[src/rtl/tsr_pkg.sv]
package tsr_pkg;
  // Flag indices, lowest index = highest priority
  localparam int FL_ACT    = 0;
  localparam int FL_DEACT  = 1;
  localparam int FL_FRAME  = 2;
  localparam int FL_COLL   = 3;
  localparam int FL_RXERR  = 4;
  localparam int FL_TXSLIP = 5;
  localparam int FL_RXSLIP = 6;
  localparam int FL_MF1    = 7;
  localparam int FL_MF2    = 8;
  localparam int FL_MFCLK  = 9;
  localparam int NUM_FLAGS = 10;
  localparam int FLAG_IW   = $clog2(NUM_FLAGS);

  localparam logic [7:0] CODE_IDLE   = 8'h00;
  localparam logic [7:0] CODE_ACT    = 8'h01;
  localparam logic [7:0] CODE_DEACT  = 8'h02;
  localparam logic [7:0] CODE_FRAME  = 8'h03;
  localparam logic [7:0] CODE_COLL   = 8'h04;
  localparam logic [7:0] CODE_RXERR  = 8'h05;
  localparam logic [7:0] CODE_MF1    = 8'h06;
  localparam logic [7:0] CODE_MF2    = 8'h07;
  localparam logic [7:0] CODE_MFCLK  = 8'h08;
  localparam logic [7:0] CODE_TXSLIP = 8'h09;
  localparam logic [7:0] CODE_RXSLIP = 8'h0A;
  localparam logic [7:0] CODE_BOTH   = 8'h0B;
  localparam logic [7:0] CODE_STBASE = 8'h10;

  typedef enum logic [1:0] {MFC_OFF, MFC_EACH, MFC_GROUP} mfcMode_t;

  // Strobes and held modes from control to datapath
  typedef struct packed {
    logic readNow;
    logic stateRpt;
    logic mf1Off;
    logic mf2Off;
    logic mfEach;
    logic mfGroup;
    logic mfRestart;
  } ctlStrb_t;
endpackage

[src/rtl/tsr_ctrl.sv]
module tsr_ctrl
  import tsr_pkg::*;
(
  input  logic     clk,
  input  logic     rstN,
  input  logic     cmdValid,
  input  logic     cmdStateEn,
  input  logic     cmdStateDis,
  input  logic     cmdMf1Off,
  input  logic     cmdMf2Off,
  input  logic     cmdMfClkEach,
  input  logic     cmdMfClkGroup,
  output ctlStrb_t ctl
);
  logic     stateRpt;
  logic     mf1Off;
  logic     mf2Off;
  mfcMode_t mfMode;

  always_ff @(posedge clk) begin
    if (!rstN) begin
      stateRpt <= 1'b0;
      mf1Off   <= 1'b0;
      mf2Off   <= 1'b0;
      mfMode   <= MFC_OFF;
    end else begin
      if (cmdStateDis)      stateRpt <= 1'b0;
      else if (cmdStateEn)  stateRpt <= 1'b1;
      if (cmdMf1Off)        mf1Off   <= 1'b1;
      if (cmdMf2Off)        mf2Off   <= 1'b1;
      if (cmdMfClkGroup)    mfMode   <= MFC_GROUP;
      else if (cmdMfClkEach) mfMode  <= MFC_EACH;
    end
  end

  always_comb begin
    ctl.readNow   = cmdValid;
    ctl.stateRpt  = stateRpt;
    ctl.mf1Off    = mf1Off;
    ctl.mf2Off    = mf2Off;
    ctl.mfEach    = (mfMode == MFC_EACH);
    ctl.mfGroup   = (mfMode == MFC_GROUP);
    ctl.mfRestart = cmdMfClkGroup;
  end
endmodule

[src/rtl/tsr_evtsrc.sv]
module tsr_evtsrc
  import tsr_pkg::*;
#(
  parameter int MF_GROUP = 6
) (
  input  logic     clk,
  input  logic     rstN,
  input  ctlStrb_t ctl,
  input  logic     mfBoundary,
  input  logic     pktActive,
  input  logic     dTxStrobe,
  input  logic     dTxBit,
  input  logic     echoStrobe,
  input  logic     echoBit,
  output logic     evCollision,
  output logic     evMfTick
);
  localparam int CW = (MF_GROUP > 2) ? $clog2(MF_GROUP) : 1;
  localparam logic [CW-1:0] LAST = CW'(MF_GROUP - 1);

  logic          lastTxD;
  logic [CW-1:0] bndCnt;
  logic          groupEnd;

  always_ff @(posedge clk) begin
    if (!rstN)          lastTxD <= 1'b0;
    else if (dTxStrobe) lastTxD <= dTxBit;
  end

  assign evCollision = echoStrobe & pktActive & (echoBit != lastTxD);

  always_ff @(posedge clk) begin
    if (!rstN || ctl.mfRestart) bndCnt <= '0;
    else if (mfBoundary)        bndCnt <= groupEnd ? '0 : bndCnt + 1'b1;
  end

  assign groupEnd = (bndCnt == LAST);
  assign evMfTick = mfBoundary & ~ctl.mfRestart &
                    (ctl.mfEach | (ctl.mfGroup & groupEnd));
endmodule

[src/rtl/tsr_datapath.sv]
module tsr_datapath
  import tsr_pkg::*;
#(
  parameter int STATE_W = 3
) (
  input  logic                 clk,
  input  logic                 rstN,
  input  ctlStrb_t             ctl,
  input  logic [STATE_W-1:0]   actState,
  input  logic [NUM_FLAGS-1:0] evRaw,
  output logic                 respVld,
  output logic [7:0]           respCode,
  output logic                 irq
);
  logic [NUM_FLAGS-1:0] flags;
  logic [NUM_FLAGS-1:0] setVec;
  logic [NUM_FLAGS-1:0] clrVec;
  logic [FLAG_IW-1:0]   selIdx;
  logic                 selFound;
  logic [7:0]           selCode;
  logic [7:0]           idleCode;

  always_comb begin
    setVec         = evRaw;
    setVec[FL_MF1] = evRaw[FL_MF1] & ~ctl.mf1Off;
    setVec[FL_MF2] = evRaw[FL_MF2] & ~ctl.mf2Off;
  end

  always_comb begin
    selFound = 1'b0;
    selIdx   = '0;
    for (int i = NUM_FLAGS - 1; i >= 0; i--) begin
      if (flags[i]) begin
        selFound = 1'b1;
        selIdx   = FLAG_IW'(i);
      end
    end
  end

  always_comb begin
    clrVec = '0;
    if (ctl.readNow && selFound) begin
      clrVec[selIdx] = 1'b1;
      if (selIdx == FLAG_IW'(FL_TXSLIP) || selIdx == FLAG_IW'(FL_RXSLIP)) begin
        clrVec[FL_TXSLIP] = 1'b1;
        clrVec[FL_RXSLIP] = 1'b1;
      end
    end
  end

  always_comb begin
    idleCode = ctl.stateRpt ? (CODE_STBASE | 8'(actState)) : CODE_IDLE;
    unique case (int'(selIdx))
      FL_ACT:    selCode = CODE_ACT;
      FL_DEACT:  selCode = CODE_DEACT;
      FL_FRAME:  selCode = CODE_FRAME;
      FL_COLL:   selCode = CODE_COLL;
      FL_RXERR:  selCode = CODE_RXERR;
      FL_TXSLIP: selCode = flags[FL_RXSLIP] ? CODE_BOTH : CODE_TXSLIP;
      FL_RXSLIP: selCode = CODE_RXSLIP;
      FL_MF1:    selCode = CODE_MF1;
      FL_MF2:    selCode = CODE_MF2;
      FL_MFCLK:  selCode = CODE_MFCLK;
      default:   selCode = CODE_IDLE;
    endcase
    if (!selFound) selCode = idleCode;
  end

  always_ff @(posedge clk) begin
    if (!rstN) begin
      flags    <= '0;
      respVld  <= 1'b0;
      respCode <= CODE_IDLE;
    end else begin
      flags   <= (flags & ~clrVec) | setVec;
      respVld <= ctl.readNow;
      if (ctl.readNow) respCode <= selCode;
    end
  end

  assign irq = |flags;
endmodule

[src/rtl/tsr_top.sv]
module tsr_top
  import tsr_pkg::*;
#(
  parameter int STATE_W  = 3,
  parameter int MF_GROUP = 6
) (
  input  logic               clk,
  input  logic               rstN,
  input  logic               cmdValid,
  input  logic               cmdStateEn,
  input  logic               cmdStateDis,
  input  logic               cmdMf1Off,
  input  logic               cmdMf2Off,
  input  logic               cmdMfClkEach,
  input  logic               cmdMfClkGroup,
  input  logic [STATE_W-1:0] actState,
  input  logic               evActDone,
  input  logic               evDeact,
  input  logic               evFrameLoss,
  input  logic               evRxMfErr,
  input  logic               evTxSlip,
  input  logic               evRxSlip,
  input  logic               evMf1Req,
  input  logic               evMf2Req,
  input  logic               mfBoundary,
  input  logic               pktActive,
  input  logic               dTxStrobe,
  input  logic               dTxBit,
  input  logic               echoStrobe,
  input  logic               echoBit,
  output logic               respVld,
  output logic [7:0]         respCode,
  output logic               irq
);
  ctlStrb_t             ctl;
  logic                 evCollision;
  logic                 evMfTick;
  logic [NUM_FLAGS-1:0] evRaw;

  tsr_ctrl ctrl_i (
    .clk, .rstN, .cmdValid, .cmdStateEn, .cmdStateDis,
    .cmdMf1Off, .cmdMf2Off, .cmdMfClkEach, .cmdMfClkGroup, .ctl
  );

  tsr_evtsrc #(.MF_GROUP(MF_GROUP)) evt_i (
    .clk, .rstN, .ctl, .mfBoundary, .pktActive, .dTxStrobe, .dTxBit,
    .echoStrobe, .echoBit, .evCollision, .evMfTick
  );

  always_comb begin
    evRaw            = '0;
    evRaw[FL_ACT]    = evActDone;
    evRaw[FL_DEACT]  = evDeact;
    evRaw[FL_FRAME]  = evFrameLoss;
    evRaw[FL_COLL]   = evCollision;
    evRaw[FL_RXERR]  = evRxMfErr;
    evRaw[FL_TXSLIP] = evTxSlip;
    evRaw[FL_RXSLIP] = evRxSlip;
    evRaw[FL_MF1]    = evMf1Req;
    evRaw[FL_MF2]    = evMf2Req;
    evRaw[FL_MFCLK]  = evMfTick;
  end

  tsr_datapath #(.STATE_W(STATE_W)) dp_i (
    .clk, .rstN, .ctl, .actState, .evRaw, .respVld, .respCode, .irq
  );
endmodule

[config.mk]
export PLATFORM = sky130hd
export DESIGN_NAME = tsr_top
export DESIGN_NICKNAME = d
export VERILOG_FILES = /design/src/rtl/tsr_pkg.sv /design/src/rtl/tsr_ctrl.sv /design/src/rtl/tsr_evtsrc.sv /design/src/rtl/tsr_datapath.sv /design/src/rtl/tsr_top.sv
export SDC_FILE = /design/constraint.sdc
export NUM_CORES = 1
export LEC_CHECK = 0
export BUFFER_PORTS_ARGS = -buffer_cell sky130_fd_sc_hd__buf_2
export CAP_MARGIN = 20
export CORE_MARGIN = 5
export CORE_UTILIZATION = 50
export DETAILED_ROUTE_END_ITERATION = 6
export PLACE_DENSITY = 0.86
export SYNTH_ARGS = -nofsm -noshare
export SYNTH_HDL_FRONTEND = slang
export SYNTH_SLANG_ARGS = --single-unit
[constraint.sdc]
create_clock -name clk -period 2.3 [get_ports clk]
set_input_delay 0.115 -clock clk [delete_from_list [all_inputs] [get_ports clk]]
set_output_delay 0.115 -clock clk [all_outputs]
set_load 0.05 [all_outputs]
==> metrics, run 1 <==
FILL cells=221; Cells after Synth=152; sequential area share after synthesis=40.9%; Buffers on Ports=32; most common cell after layout, fill and taps aside=buf_2; #FFs+latches synth=25; Net count, final=216; vias in the first global route=~1.1k; Max Slew Vio Count=0; final hold vios=0; max_slew headroom=between 60% and 70%; clock root cell=clkbuf_4; min-delay src=evDeact; Critical Path Start Type=flip-flop; H-tree Lvls=1; crit path time final=2.02 ns; most common flop cell mapped by yosys=dfxtp_1; Hold Path Cell Cnt=3; Site Rows=18; Yosys top cell by area=dfxtp_1; Vias per Instance=5.62; CTS Sinks=25; DRC=0; Bufs on Longest Clock Path=2; critical path depth in cells=4; IO Count=36; number of flops mapped to enable cells by yosys=0; Static Leak=0.647 nW; total die area=~0.0035 mm²; CP max stage cell=or4_1; CTS tree=yes; most frequent cells in the layout=buf_2 (32), dfxtp_1 (25), nor2_1 (23), a21oi_1 (19), nand2_1 (12); WS Path Type=flip-flop to output port; crit path DAT=1.91 ns; measured slew at the worst slew-check pin=0.565 ns; CP required=2.18 ns; r2r setup slk=0.47 ns; total negative slack=0 ns; crit share post-route=between 80% and 90%; CP cell instances=or4_1 -> nor2_1 -> nand2_1 -> buf_2; final worst slack=0.280 ns; overall routing resource usage=18.1%; fraction of registers with async set/reset=0%; CTS Buf Count=3; GPL Wtd Cong=0.968; Core Footprint=~0.0024 mm²; post-CTS sizing=0; routed wire length=3040 µm; Clk pin slew, worst setup/hold paths=0.14 ns; CP bufs+invs=1; DR vias=1230; max_cap viols=0; crit-path leading delay family=simple AND/OR/NAND/NOR gates; die height=59.5 µm; share of Yosys cell area claimed by the top area cell type=40.9%; Mapped Area=roughly 0.0012 mm²; placed wire-length estimate=2310 µm; Hold Crit Class=input pin to flip-flop; Overflow after GRT=0; antenna violations before repair=0; nature of the critical path endpoint=output port; largest net degree at the start of global routing=17; RSZ-0062 raised after global routing=false; worst-path maximum fanout=7; area grow syn2layout=19.9%; setup clock skew after layout=around 0.015 ns; setup bufs post-CTS=0; FMAX=495 MHz; hold path endpoint=dp_i.flags[1]; synth unique cells=44; dominant cells by area after synthesis=dfxtp_1 (41%), a21oi_1 (7.8%), nor2_1 (7.1%); synthesized area per cell=around 8.1 µm²; Starting Density=50.8%; Max IR drop VDD=0.535 mV; wire per inst=13.9 µm; first-pass GRT wire length=4890 µm; Worst R2R Path Depth=4; ant diodes=0; Post-DRT Antenna Nets=0; PD cells=622 mW/mm²; status=finished clean; final setup violation count=0; share of cells above drive strength 1=23.8%; Die Wd=59.5 µm; Ys Warns=0; reg2reg start=dp_i.flags[0]; DR iter-0 viols=81; CTS Hold Buffers Added=5; Clock Latency Late Sink=approximately 0.32 ns; Critical R2R Capture=dp_i.flags[8]; DRT Pass-1 Iters=4; Setup WS pre-CTS=0.503 ns; Slowest Stage Delay on Critical Path=about 0.65 ns
## where the power goes
part | internal (mW) | leakage, nW | switching [mW] | total, mW
Sequential | 0.461 | 0.207 | 0.0292 | 0.490
Combinational | 0.0890 | 0.423 | 0.138 | 0.227
Clock | 0.0651 | 0.0177 | 0.131 | 0.196
## cell type report
cell class	count	area, µm²	share of cell area (%)
Inverter	8	30.0	2.05
Timing Repair Buffer	38	218	14.8
Clock inverter	1	5.00	0.341
Tap cell	30	37.5	2.56
Sequential cell	25	500	34.1
Clock buffer	3	22.5	1.53
Multi-Input combinational cell	114	654	44.6
## synthesized netlist by cell type (3+ instances only)
cell type,instances
nand3_1,5
nand2_1,12
a21oi_1,19
o21ai_0,7
a31oi_1,3
inv_1,8
dfxtp_1,25
nor2_1,23
buf_4,3
nor3_1,3
mux2i_1,3
## per-layer routing
layer,up-vias,share of wire (%),GRT usage [%]
met5,-,0,0
met4,0,0.89,8.09
met3,4,7.8,2.18
met2,51,50,30.3
met1,561,42,22.9
li1,614,-,-
## state kept, by name (all words and copies together), names as in the netlist, 2 cells and up
signal         count
ctrl_i.mfMode      2
dp_i.flags        10
dp_i.respCode      5
evt_i.bndCnt       3
## stage by stage
stage | utilization, % | area [µm²] | hold slack [ns] | power [mW] | cells
6_report | 60.9 | 1470 | 0.00950 | 0.913 | 219
5_1_grt | 60.9 | 1470 | 0.00590 | 0.957 | 219
4_1_cts | 60.9 | 1470 | 0.00493 | 0.917 | 219
3_5_place_dp | 57.7 | 1390 | 0.280 | 0.716 | 210
3_3_place_gp | 57.7 | 1390 | 0.278 | 0.710 | 210
2_1_floorplan | - | 1230 | 0.192 | 0.658 | 154
## worst max-delay path by stage
stage | to | slack [ns] | from
floorplan | dp_i.respCode[1] | 0.56 | dp_i.flags[4]
global placement | dp_i.flags[8] | 0.54 | dp_i.flags[4]
detailed placement | dp_i.flags[8] | 0.50 | dp_i.flags[4]
CTS | irq | 0.31 | dp_i.flags[4]
global route | irq | 0.21 | dp_i.flags[4]
finish | irq | 0.28 | dp_i.flags[4]
## worst min-delay path, cell delays in order
cell and delay (ns):
buf_2 0.10, inv_1 0.04, a21oi_1 0.05
## cell families (layout without fill, tap and decap cells)
logic type,after synthesis,after routing,synth area share [%]
AOI/OAI and AO/OA,48,48,24.5
DFF,25,25,40.9
other,1,3,0.306
xor gates and xnor gates,2,2,1.43
buffers and inverters,15,50,6.24
muxes,3,3,2.45
and+or+nand+nor,58,58,24.1
Power figures use the tool's default switching activity.
==> inputs of run 2 (changes only) <==
HOLD_SLACK_MARGIN = 0.12   (was default)
RECOVER_POWER = 50   (was default)
==> metrics, run 2 (same netlist as run 1, synthesis figures left out) <==
RSZ-0062 raised after global routing=false; Hold Crit Class=flip-flop to flip-flop; min-delay src=ctrl_i.mf1Off; share of cells above drive strength 1=17.7% (-6.1 points); Setup WS pre-CTS=0.503 ns (unchanged); wire length on met2=1660 µm (+9.9%); Worst R2R Path Depth=5 (+1); first-pass GRT wire length=5440 µm (+11%); FF/Latch Area=500 µm² (unchanged); FILL cells=192 (-13%); most frequent cells in the layout=dfxtp_1 (25), dlygate4sd3_1 (25), nor2_1 (23), buf_2 (22), a21oi_1 (18); Finished Layout Cells=239 (+9.1%); Slowest Stage Delay on Critical Path=0.65 ns (about the same); routed wire length=3290 µm (+8.2%); worst-path maximum fanout=7 (unchanged); overall routing resource usage=20.2% (+2.1 points); area of the multi-input gates=662 µm² (+1.1%); PD cells=567 mW/mm² (-8.9%); placed wire-length estimate=2310 µm (unchanged); Die Wd=59.5 µm (unchanged); DR vias=1347 (+9.5%); register with the most flip-flops=dp_i.flags; DRC=0 (unchanged); measured slew at the worst slew-check pin=0.644 ns (+0.0788 ns); hold path endpoint=ctrl_i.mf1Off; antenna violations before repair=0 (unchanged); Clk pin slew, worst setup/hold paths=0.12 ns (-0.02 ns); top layer in use=met4; Overflow after GRT=0 (unchanged); Max IR drop VDD=0.598 mV (+12%); final worst slack=0.195 ns (-0.0843 ns); max_slew headroom=56.7% (-5.3 points); final hold vios=0 (unchanged); Max Slew Vio Count=0 (unchanged); total die area=0.00354 mm² (unchanged); max_cap viols=0 (unchanged); largest net degree at the start of global routing=17 (unchanged); area grow syn2layout=35.9%; CP max stage cell=or4_1; DR iter-0 viols=68 (-16%); wire per inst=13.8 µm (-0.87%); die height=59.5 µm (unchanged); clock root cell=clkbuf_4; Placed Cells=210 (unchanged); Critical R2R Capture=dp_i.flags[4]; Post-DRT Antenna Nets=0 (unchanged); Regs by FF count=dp_i.flags (10), dp_i.respCode (5), evt_i.bndCnt (3); CTS tree=yes; Critical Path Start Type=flip-flop; IO Count=36 (unchanged); total negative slack=0 ns (unchanged); DRT Pass-1 Iters=4 (unchanged); FMAX=475 MHz (-4.0%); Core Footprint=0.00241 mm² (unchanged); H-tree Lvls=1 (unchanged); Largest register FFs=10 (unchanged); GPL Wtd Cong=0.968 (unchanged); Starting Density=50.8% (unchanged); Static Leak=0.695 nW (+7.4%); Site Rows=18 (unchanged); setup clock skew after layout=0.0114 ns (-0.00349 ns); CTS Buf Count=3 (unchanged); Clock Latency Late Sink=0.33 ns (about the same); final setup violation count=0 (unchanged); Net count, final=236 (+9.3%); WS Path Type=flip-flop to flip-flop; crit share post-route=91.5% (+3.7 points); CP required=2.57 ns (+0.39 ns); ant diodes=0 (unchanged); CTS Sinks=25 (unchanged); Hold Path Cell Cnt=2 (-1); met1 wire length=1300 µm (+2.0%); Buffers on Ports=32 (unchanged); DR WL met3=271 µm (+15%); CP cell instances=or4_1 -> nand3_1 -> a21oi_2 -> a31oi_1 -> dlygate4sd3_1; crit path time final=2.10 ns (+0.0843 ns); reg2reg start=dp_i.flags[4]; Vias per Instance=5.64 (+0.35%); r2r setup slk=0.20 ns (-0.27 ns); Bufs on Longest Clock Path=2 (unchanged); nature of the critical path endpoint=flip-flop; vias in the first global route=1205 (+8.2%); Pwr Total=0.943 mW (+3.3%); crit path DAT=2.37 ns (+0.46 ns); status=finished clean; Critical Path Start=dp_i.flags[4]
[run 2: worst max-delay path: cells and delay by family, from the launching register on]
| kind | cells | cell delay [ns] |
|---|---|---|
| buffers and inverters | 1 | 0.56 |
| AND/OR/NAND/NOR | 2 | 0.86 |
| flip-flops | 1 | 0.38 |
| AO/OA/AOI/OAI | 2 | 0.26 |
[run 2: area by class of cell]
| type | count | area share [%] |
|---|---|---|
| multi-input cells | 114 | 39.8 |
| flip-flops and latches | 25 | 30.1 |
| repair buffers | 58 | 24.4 |
| well taps | 30 | 2.26 |
| inverters | 8 | 1.81 |
| clock buffers | 3 | 1.35 |
| clock inverters | 1 | 0.301 |
[run 2: per-stage QoR]
stage	hold slack [ns]	utilization, %	area, µm²
after floorplan	0.192	-	1230
after global placement	0.278	57.7	1390
after detailed placement	0.280	57.7	1390
after CTS	0.489	69.2	1670
after global routing	0.520	69.0	1660
final	0.486	69.0	1660
[run 2: per-layer routing]
layer	vias up	GRT usage, %
li1	657	-
met5	-	0
met4	0	7.44
met3	11	2.61
met2	69	34.9
met1	610	25.1
[run 2: worst max path at each step]
stage / endpoint / slack, ns / depth (start not counted)
final: dp_i.flags[4] / 0.20 / 5
after global routing: dp_i.flags[4] / 0.04 / 6
after CTS: dp_i.flags[4] / 0.17 / 5
after detailed placement: dp_i.flags[8] / 0.50 / 4
after global placement: dp_i.flags[8] / 0.54 / 4
after floorplan: dp_i.respCode[1] / 0.56 / 6
[run 2: power by group]
group	total [mW]	switching, mW	leakage [nW]	internal [mW]
Clock	0.196	0.131	0.0177	0.0652
Combinational	0.256	0.146	0.471	0.110
Sequential	0.491	0.0302	0.207	0.461
[run 2: what timing repair did]
action                                  CTS  global route
endpoints found under the setup margin    0             1
setup buffers                             0             0
gates resized for setup                   0             2
hold buffers                             25             0
endpoints found under the hold margin    21             0
